### config.mk
export PLATFORM = sky130hd
export DESIGN_NAME = hvs_sync_timer
export DESIGN_NICKNAME = d
export VERILOG_FILES = /design/src/rtl/hvs_pkg.sv /design/src/rtl/hvs_line_delay.sv /design/src/rtl/hvs_line_meter.sv /design/src/rtl/hvs_hpulse.sv /design/src/rtl/hvs_vpulse.sv /design/src/rtl/hvs_sync_timer.sv
export SDC_FILE = /design/constraint.sdc
export NUM_CORES = 1
export LEC_CHECK = 0
export BUFFER_PORTS_ARGS = -buffer_cell sky130_fd_sc_hd__buf_2
export CORE_MARGIN = 2
export CORE_UTILIZATION = 45
export DETAILED_ROUTE_END_ITERATION = 8
export PLACE_DENSITY = 0.64
export SYNTH_ARGS = -nofsm -noshare
export SYNTH_HDL_FRONTEND = slang
export SYNTH_SLANG_ARGS = --single-unit
export TNS_END_PERCENT = 30
### constraint.sdc
create_clock -name clk -period 2.4 [get_ports clk]
set_input_delay 0.24 -clock clk [delete_from_list [all_inputs] [get_ports clk]]
set_output_delay 0.24 -clock clk [all_outputs]
set_load 0.01 [all_outputs]
### src/rtl/hvs_pkg.sv
package hvs_pkg;
  localparam int HS_END_W = 8;
  localparam int HS_CNT_W = HS_END_W + 1;

  typedef logic [HS_END_W-1:0] hs_end_t;
  typedef logic [HS_CNT_W-1:0] hs_cnt_t;

  // pulse width in clock cycles: two cycles per step of the end value
  function automatic hs_cnt_t hs_width(input hs_end_t e);
    return {e, 1'b0};
  endfunction
endpackage

### src/rtl/hvs_line_delay.sv
module hvs_line_delay #(
  parameter int LAT = 16
) (
  input  logic clk,
  input  logic rst_n,
  input  logic line_start,
  output logic lead_evt
);
  logic [LAT-1:0] sh;

  generate
    if (LAT == 1) begin : g_one
      always_ff @(posedge clk) begin
        if (!rst_n) sh <= '0;
        else        sh <= line_start;
      end
    end else begin : g_many
      always_ff @(posedge clk) begin
        if (!rst_n) sh <= '0;
        else        sh <= {sh[LAT-2:0], line_start};
      end
    end
  endgenerate

  assign lead_evt = sh[LAT-1];
endmodule

### src/rtl/hvs_line_meter.sv
module hvs_line_meter #(
  parameter int LINE_W = 12
) (
  input  logic              clk,
  input  logic              rst_n,
  input  logic              lead_evt,
  output logic [LINE_W-1:0] lead_phase,
  output logic [LINE_W-1:0] line_len,
  output logic              len_valid
);
  localparam logic [LINE_W-1:0] PH_MAX = '1;
  logic got_one;

  always_ff @(posedge clk) begin
    if (!rst_n) begin
      lead_phase <= '0;
      line_len   <= '0;
      len_valid  <= 1'b0;
      got_one    <= 1'b0;
    end else if (lead_evt) begin
      line_len   <= lead_phase + 1'b1;
      len_valid  <= got_one;
      got_one    <= 1'b1;
      lead_phase <= '0;
    end else if (lead_phase != PH_MAX) begin
      lead_phase <= lead_phase + 1'b1;
    end
  end

  // the measured spacing is never zero once valid
  len_nonzero_chk: assert property (@(posedge clk) disable iff (!rst_n)
    len_valid |-> line_len != '0);
endmodule

### src/rtl/hvs_hpulse.sv
module hvs_hpulse
  import hvs_pkg::*;
(
  input  logic    clk,
  input  logic    rst_n,
  input  logic    lead_evt,
  input  hs_end_t hs_end,
  output logic    hsync_n,
  output logic    trail_evt
);
  hs_cnt_t hcnt;
  hs_cnt_t width;

  assign width     = hs_width(hs_end);
  assign trail_evt = lead_evt ? (width == '0) : (hcnt == hs_cnt_t'(1));

  always_ff @(posedge clk) begin
    if (!rst_n) begin
      hcnt    <= '0;
      hsync_n <= 1'b1;
    end else if (lead_evt) begin
      hcnt    <= width;
      hsync_n <= (width == '0);
    end else if (hcnt != '0) begin
      hcnt    <= hcnt - 1'b1;
      hsync_n <= (hcnt == hs_cnt_t'(1));
    end
  end


  hs_lead_low_chk: assert property (@(posedge clk) disable iff (!rst_n)
    (lead_evt && hs_end != '0) |=> !hsync_n);

  hs_rise_src_chk: assert property (@(posedge clk) disable iff (!rst_n)
    $rose(hsync_n) |-> $past(trail_evt));
endmodule

### src/rtl/hvs_vpulse.sv
module hvs_vpulse #(
  parameter int LINE_W = 12,
  parameter int VS_GAP = 5
) (
  input  logic              clk,
  input  logic              rst_n,
  input  logic              armed,
  input  logic              serr_evt,
  input  logic              eq_evt,
  input  logic              field_odd,
  input  logic              lead_evt,
  input  logic              trail_evt,
  input  logic [LINE_W-1:0] lead_phase,
  input  logic [LINE_W-1:0] line_len,
  input  logic              len_valid,
  output logic              vsync_n
);
  localparam int OC_W = $clog2(VS_GAP + 1);
  localparam logic [LINE_W:0] GAP_P1 = (LINE_W+1)'(VS_GAP + 1);

  logic            pend_even, pend_odd, odd_wait;
  logic [OC_W-1:0] ocnt;
  logic            serr_fire, odd_go, end_odd, end_even;
  logic [LINE_W:0] ph_ahead;

  assign serr_fire = armed & serr_evt;
  assign odd_go    = trail_evt & (odd_wait | (pend_odd & lead_evt));
  assign end_odd   = (ocnt == OC_W'(1));
  assign ph_ahead  = {1'b0, lead_phase} + GAP_P1;
  assign end_even  = pend_even & len_valid & (ph_ahead == {1'b0, line_len});

  always_ff @(posedge clk) begin
    if (!rst_n) begin
      vsync_n   <= 1'b1;
      pend_even <= 1'b0;
      pend_odd  <= 1'b0;
      odd_wait  <= 1'b0;
      ocnt      <= '0;
    end else if (serr_fire) begin
      vsync_n   <= 1'b0;
      pend_even <= 1'b0;
      pend_odd  <= 1'b0;
      odd_wait  <= 1'b0;
      ocnt      <= '0;
    end else begin
      if (end_odd || end_even) vsync_n <= 1'b1;
      pend_even <= (pend_even & ~end_even) | (eq_evt & ~field_odd);
      pend_odd  <= (pend_odd & ~lead_evt) | (eq_evt & field_odd);
      odd_wait  <= (odd_wait | (pend_odd & lead_evt)) & ~trail_evt;
      if (odd_go)          ocnt <= OC_W'(VS_GAP);
      else if (ocnt != '0) ocnt <= ocnt - 1'b1;
    end
  end


  vs_fall_chk: assert property (@(posedge clk) disable iff (!rst_n)
    serr_fire |=> !vsync_n);

  vs_rise_src_chk: assert property (@(posedge clk) disable iff (!rst_n)
    $rose(vsync_n) |-> $past(end_odd || end_even));

  odd_cnt_range_chk: assert property (@(posedge clk) disable iff (!rst_n)
    ocnt <= OC_W'(VS_GAP));
endmodule

### src/rtl/hvs_sync_timer.sv
module hvs_sync_timer
  import hvs_pkg::*;
#(
  parameter int LAT    = 16,
  parameter int LINE_W = 12,
  parameter int VS_GAP = 5
) (
  input  logic       clk,
  input  logic       rst_n,
  input  logic       line_start,
  input  logic       serr_mid,
  input  logic       last_eq,
  input  logic       field_odd,
  input  logic [7:0] hs_end,
  output logic       hsync_n,
  output logic       vsync_n
);
  logic              seen_line;
  logic              lead_evt, trail_evt;
  logic [LINE_W-1:0] lead_phase, line_len;
  logic              len_valid;

  always_ff @(posedge clk) begin
    if (!rst_n)          seen_line <= 1'b0;
    else if (line_start) seen_line <= 1'b1;
  end

  hvs_line_delay #(.LAT(LAT)) u_delay (
    .clk(clk), .rst_n(rst_n), .line_start(line_start), .lead_evt(lead_evt)
  );

  hvs_line_meter #(.LINE_W(LINE_W)) u_meter (
    .clk(clk), .rst_n(rst_n), .lead_evt(lead_evt),
    .lead_phase(lead_phase), .line_len(line_len), .len_valid(len_valid)
  );

  hvs_hpulse u_hpulse (
    .clk(clk), .rst_n(rst_n), .lead_evt(lead_evt), .hs_end(hs_end_t'(hs_end)),
    .hsync_n(hsync_n), .trail_evt(trail_evt)
  );

  hvs_vpulse #(.LINE_W(LINE_W), .VS_GAP(VS_GAP)) u_vpulse (
    .clk(clk), .rst_n(rst_n), .armed(seen_line), .serr_evt(serr_mid),
    .eq_evt(last_eq), .field_odd(field_odd), .lead_evt(lead_evt),
    .trail_evt(trail_evt), .lead_phase(lead_phase), .line_len(line_len),
    .len_valid(len_valid), .vsync_n(vsync_n)
  );


  idle_before_line_chk: assert property (@(posedge clk) disable iff (!rst_n)
    !seen_line |-> (hsync_n && vsync_n));
endmodule

Word level (Yosys, flattened, before mapping)
Cells that the tools add are included.
- bits in registers: 60
- bits in latches: 0
- bits in writable memories: 0
- bits in read-only memories: 0
- bits of input ports: 14
- output and inout bits: 2
- memories: 0
- $add $sub $neg: 4
- multiply operators: 0
- div/mod/pow operators: 0
- $lt $le $gt $ge: 0
- eq/ne operators: 4
- shift operators: 0
- mux-type cells: 9
- bitwise operators: 18
- reductions and logical operators: 10
- operator list (operator ; count):
    9-bit two-way mux ; 2
    12-bit by 3-bit adder with 13-bit output (second input constant) ; 1
    13-bit by 12-bit == test with 1-bit output ; 1
    12-bit by 1-bit adder with 12-bit output (second input constant) ; 1
    12-bit != test (second input constant) ; 1
    1-bit AND ; 10
    9-bit by 1-bit == test with 1-bit output (second input constant) ; 1
    9-bit logical NOT ; 1
    9-bit nonzero test ; 1
    9-bit by 1-bit subtractor with 9-bit output (second input constant) ; 1
    3-bit two-way mux ; 2
    2-bit nonzero test ; 3
    1-bit two-way mux ; 5
    1-bit NOT ; 5
    2-bit OR reduction ; 2
    3-bit by 1-bit == test with 1-bit output (second input constant) ; 1
    1-bit bitwise OR ; 3
    3-bit nonzero test ; 1
    3-bit OR reduction ; 1
    3-bit by 1-bit subtractor with 3-bit output (second input constant) ; 1
    1-bit logical OR ; 1

Longest topological paths before layout
- depth after elaboration: 6
- mapped depth: 8
- depth with buffers taken out: 8

By module
A second synthesis with hierarchy kept.
- cell total of the unflattened synthesis: 316
- area total of the unflattened synthesis: 2949.1 µm²
- by module, submodules not included (module ; instances ; cells an instance ; area an instance (µm²) ; seq. area each (µm²)):
    hvs_line_meter ; 1 ; 108 ; 1047.3 ; 520.5
    hvs_vpulse ; 1 ; 106 ; 827.0 ; 140.1
    hvs_hpulse ; 1 ; 67 ; 600.6 ; 200.2
    hvs_line_delay ; 1 ; 33 ; 446.7 ; 320.3
    hvs_sync_timer ; 1 ; 2 ; 27.5 ; 20.0

Worst setup path before layout
OpenSTA, ideal clock, no wires.
- path type: reg-to-reg
- start: register u_meter.lead_phase[1]
- end: register u_vpulse.pend_even
- library setup time: 0.133 ns
- arrival: 1.958 ns
- data required time: 2.267 ns
- setup slack: 0.309 ns
- cell stages (with the launch flop): 9
- path buffers: 0
- clock period less this slack: 2.091 ns
- path through: dfxtp_1 > inv_1 > ha_1 > nor2b_1 > o21ai_0 > a31oi_1 > or4_1 > nor4_1 > a31oi_1
- longest elaborated chain between the ends: 6
- ends and longest elaborated chain (item ; line ; RTL):
    start: declaration ; hvs_line_meter.sv:7 ; output logic [LINE_W-1:0] lead_phase,
    start signal: assignment ; hvs_line_meter.sv:26 ; lead_phase <= lead_phase + 1'b1;
    12-bit by 3-bit adder with 13-bit output ; hvs_vpulse.sv:29 ; assign ph_ahead = {1'b0, lead_phase} + GAP_P1;
    13-bit by 12-bit == test with 1-bit output ; hvs_vpulse.sv:30 ; assign end_even = pend_even & len_valid & (ph_ahead == {1'b0, line_len});
    1-bit AND ; hvs_vpulse.sv:30 ;
    1-bit NOT ; hvs_vpulse.sv:47 ; pend_even <= (pend_even & ~end_even) | (eq_evt & ~field_odd);
    1-bit AND ; hvs_vpulse.sv:47 ;
    1-bit bitwise OR ; hvs_vpulse.sv:47 ;
    end signal: assignment ; hvs_vpulse.sv:47 ;
    end: declaration ; hvs_vpulse.sv:21 ; logic pend_even, pend_odd, odd_wait;
No other way between the ends.
A chain may end at the register's enable or synchronous reset.

Worst setup path after layout
Ends and elaborated chain as after synthesis.

==> results.md <==
- Top-count cell post-synth: dfxtp_1
- Synthesized instance count: approximately 310
- Avg Vias per Cell: roughly 5.3
- RSZ-0062 raised after global routing: false
- Startpoint Class: flop
- Final Hold Viols: 0
- Die area: ~6700 µm²
- Synthesized-area fraction occupied by adder cells: 0.03661
- WS Path Type: flop to flop
- Reg clk slew, reported paths: 0.07 ns
- Antenna violations before repair: 0
- Worst Skew: around 0.009 ns
- Core ar.: about 6000 µm²
- Multiplexer share of the synthesized area: 0.01831
- Synth top area share: 0.4394
- FILL cells: ~550
- Final nets: 343
- Yosys cell types: 44
- YS warnings: 0
- R2R depth: 8
- CTS buffer count: 9
- Die Width: ~82 µm
- Async set-or-reset flop fraction in the synthesized netlist: 0
- Hold depth: 2
- Initial core utilization: 0.4645
- Total negative slack: 0 ns
- Reg2reg start: u_meter.lead_phase[1]
- Clock Latency Late Sink: 0.34 ns
- FP Rows: 28
- Port bufs: 15
- Via count: 2136
- Design Power: around 3.0 mW
- Global-route wire length before repair: ~8700 µm
- Relative slew slack: 0.6530
- Syn Area/Cell: roughly 9.0 µm²
- DR DRC count: 0
- Primary FF master, synth: dfxtp_1
- Period utilisation layout: 0.8970
- Place WS: roughly 0.16 ns
- R2r endpoint: u_vpulse.pend_even
- Max clock buf depth: 2
- Routed wire per std cell: between 10 and 15 µm
- # setup viols final: 0
- Iteration-0 DRC Markers: 128
- Hold Crit Start: line_start
- Proportion of layout cells with a drive suffix above 1: 0.1350
- Flop2flop setup slack: 0.25 ns
- Final Critical Period: about 2.2 ns
- Boundary Pins: 16
- Outcome: finished, final reports clean
- Post-Synth XOR/XNOR Area: 0.09291
- Worst EP required: 2.61 ns
- CTS tree: built
- F_max: around 460 MHz
- Maxcap violations: 0
- Leading post-synthesis cells by cell area: dfxtp_1 (44%), xnor2_1 (6.1%), and2_1 (4.3%)
- Inserted Diodes: 0
- GR Overflow Total: 0
- Post-Synthesis Cell Area: ~2700 µm²
- Total Wirelength: 5339 µm
- Final Wtd Congestion: ~0.84
- Htree depth: 3
- 1st-pass router iterations: 5
- Simple-gate share of the synthesized area: 0.2206
- Compound-Gate Fraction of Synth Area: 0.1487
- Clk sink count: 60
- Final instance area: roughly 3100 µm²
- Final ANT Viol Nets: 0
- Largest family of logic cells by synthesized area: simple AND/OR/NAND/NOR gates
- Synth top cells by count: dfxtp_1 (60), nand2_1 (28), nor2_1 (26), and2_1 (19), xnor2_1 (19)
- Sequential area share after synthesis: 0.4394
- Post-DP Area: ~2900 µm²
- Die H: roughly 82 µm
- Largest net degree at the start of global routing: between 40 and 50
- Critical Path AT: around 2.4 ns
- Area Growth Syn to Fin: 15.19%
- PwrDens: slightly below 1000 nW/µm²
- Yosys top cell by area: dfxtp_1
- Worst-margin pin slew: roughly 0.52 ns
- #FFs+latches synth: 60
- Worst setup margin: ~0.25 ns
- Worst vdd ir: 0.0006267 V
- CP Max Fanout: 5
- Max-slew violation count: 0
- Root buffer cell: clkbuf_8
- Worst hold-check path type: input port to flop
- Leakage: ~1.3 nW
- EDFF count, synth: 0
- Crit. End Element: flop
- Hold_buf cts: 0
- Vias in the first global route: 1952
- DP HPWL: 3628 µm
- Post-Syn Nets: 327
- Hold EP: seen_line
- GRT Total Usage: 0.1740
==> critical path, stage by stage, from the launching register on <==
cell and delay (ns):
dfxtp_1 0.33, inv_1 0.05, ha_1 0.25, nor2b_1 0.17, o21ai_1 0.17, a31oi_1 0.10, or4_1 0.52, nor4_2 0.31
a31oi_1 0.12
==> stage by stage <==
step	util	std cells	hold slack, ns
floorplan	-	305	0.3502
global placement	0.4883	385	0.4137
detailed placement	0.4883	385	0.4187
CTS	0.5340	401	0.1336
global route	0.5351	401	0.1311
finish	0.5351	401	0.1408
==> flip-flops by register name, summed over array words and instances (netlist names) <==
register	count
seen_line	1
u_delay.sh	16
u_hpulse.hcnt	9
u_hpulse.hsync_n	1
u_meter.got_one	1
u_meter.lead_phase	12
u_meter.len_valid	1
u_meter.line_len	12
u_vpulse.ocnt	3
u_vpulse.odd_wait	1
u_vpulse.pend_even	1
u_vpulse.pend_odd	1
u_vpulse.vsync_n	1
==> routing by layer <==
layer  vias to the layer above  part of all wire  GRT usage
met2                        52              0.45     0.2764
li1                       1078                 -          -
met3                         8             0.055    0.06374
met4                         0             0.013    0.05500
met1                       998              0.48     0.2191
met5                         -                 0          0
==> how the worst max path moves through the flow <==
stage	startpoint	endpoint	slack, ns	cells past startpoint
detailed placement	u_meter.lead_phase[1]	u_vpulse.pend_even	0.16	8
floorplan	u_meter.lead_phase[1]	u_vpulse.pend_even	0.31	8
global placement	u_meter.lead_phase[1]	u_vpulse.pend_even	0.30	8
CTS	u_meter.lead_phase[1]	u_vpulse.pend_even	0.14	8
finish	u_meter.lead_phase[1]	u_vpulse.pend_even	0.25	8
global route	u_meter.lead_phase[1]	u_vpulse.vsync_n	0.06	8
==> cell type report <==
| cell class | count | area [µm²] | area share |
|---|---|---|---|
| Clock buffer | 13 | 178.9 | 0.05681 |
| Clock inverter | 3 | 90.09 | 0.02861 |
| Inverter | 8 | 30.03 | 0.009535 |
| Multi-Input combinational cell | 219 | 1420 | 0.4509 |
| Sequential cell | 60 | 1201 | 0.3814 |
| Tap cell | 75 | 93.84 | 0.02980 |
| Timing Repair Buffer | 23 | 135.1 | 0.04291 |
==> kinds of logic (layout without fill, tap and decap cells) <==
logic type      Yosys count  in the layout
xor+xnor                 29             29
mux                       5              5
buf+inv                  26             47
compound gates           59             59
fa+ha+maj                 8              8
simple gates            118            118
flops                    60             60
==> power by group <==
part / leakage, nW / switching [mW] / internal [mW]
Combinational: 0.680 / 0.378 / 0.320
Clock: 0.136 / 0.384 / 0.804
Sequential: 0.488 / 0.0662 / 1.09
==> timing repair <==
item / in CTS / in global routing
resized for setup: 0 / 2
buffers inserted: 0 / 0
setup endpoints to repair: 0 / 2
endpoints found under the hold margin: 0 / 0
==> cell usage in the layout, fill, tap and decap left out, drive strengths merged, types with 3 or more instances in the layout <==
| master | instances |
|---|---|
| nand3 | 12 |
| a21oi | 18 |
| buf | 23 |
| clkbuf | 13 |
| and3 | 3 |
| xor2 | 10 |
| nor4 | 5 |
| o21ai | 10 |
| nand2 | 28 |
| nor2 | 26 |
| nand2b | 3 |
| inv | 8 |
| nor3 | 5 |
| and2 | 19 |
| dfxtp | 60 |
| o211a | 11 |
| bufinv | 3 |
| nor2b | 10 |
| mux2i | 5 |
| a31oi | 3 |
| xnor2 | 19 |
| ha | 8 |
Note: power is estimated with default switching activity, not from simulation.
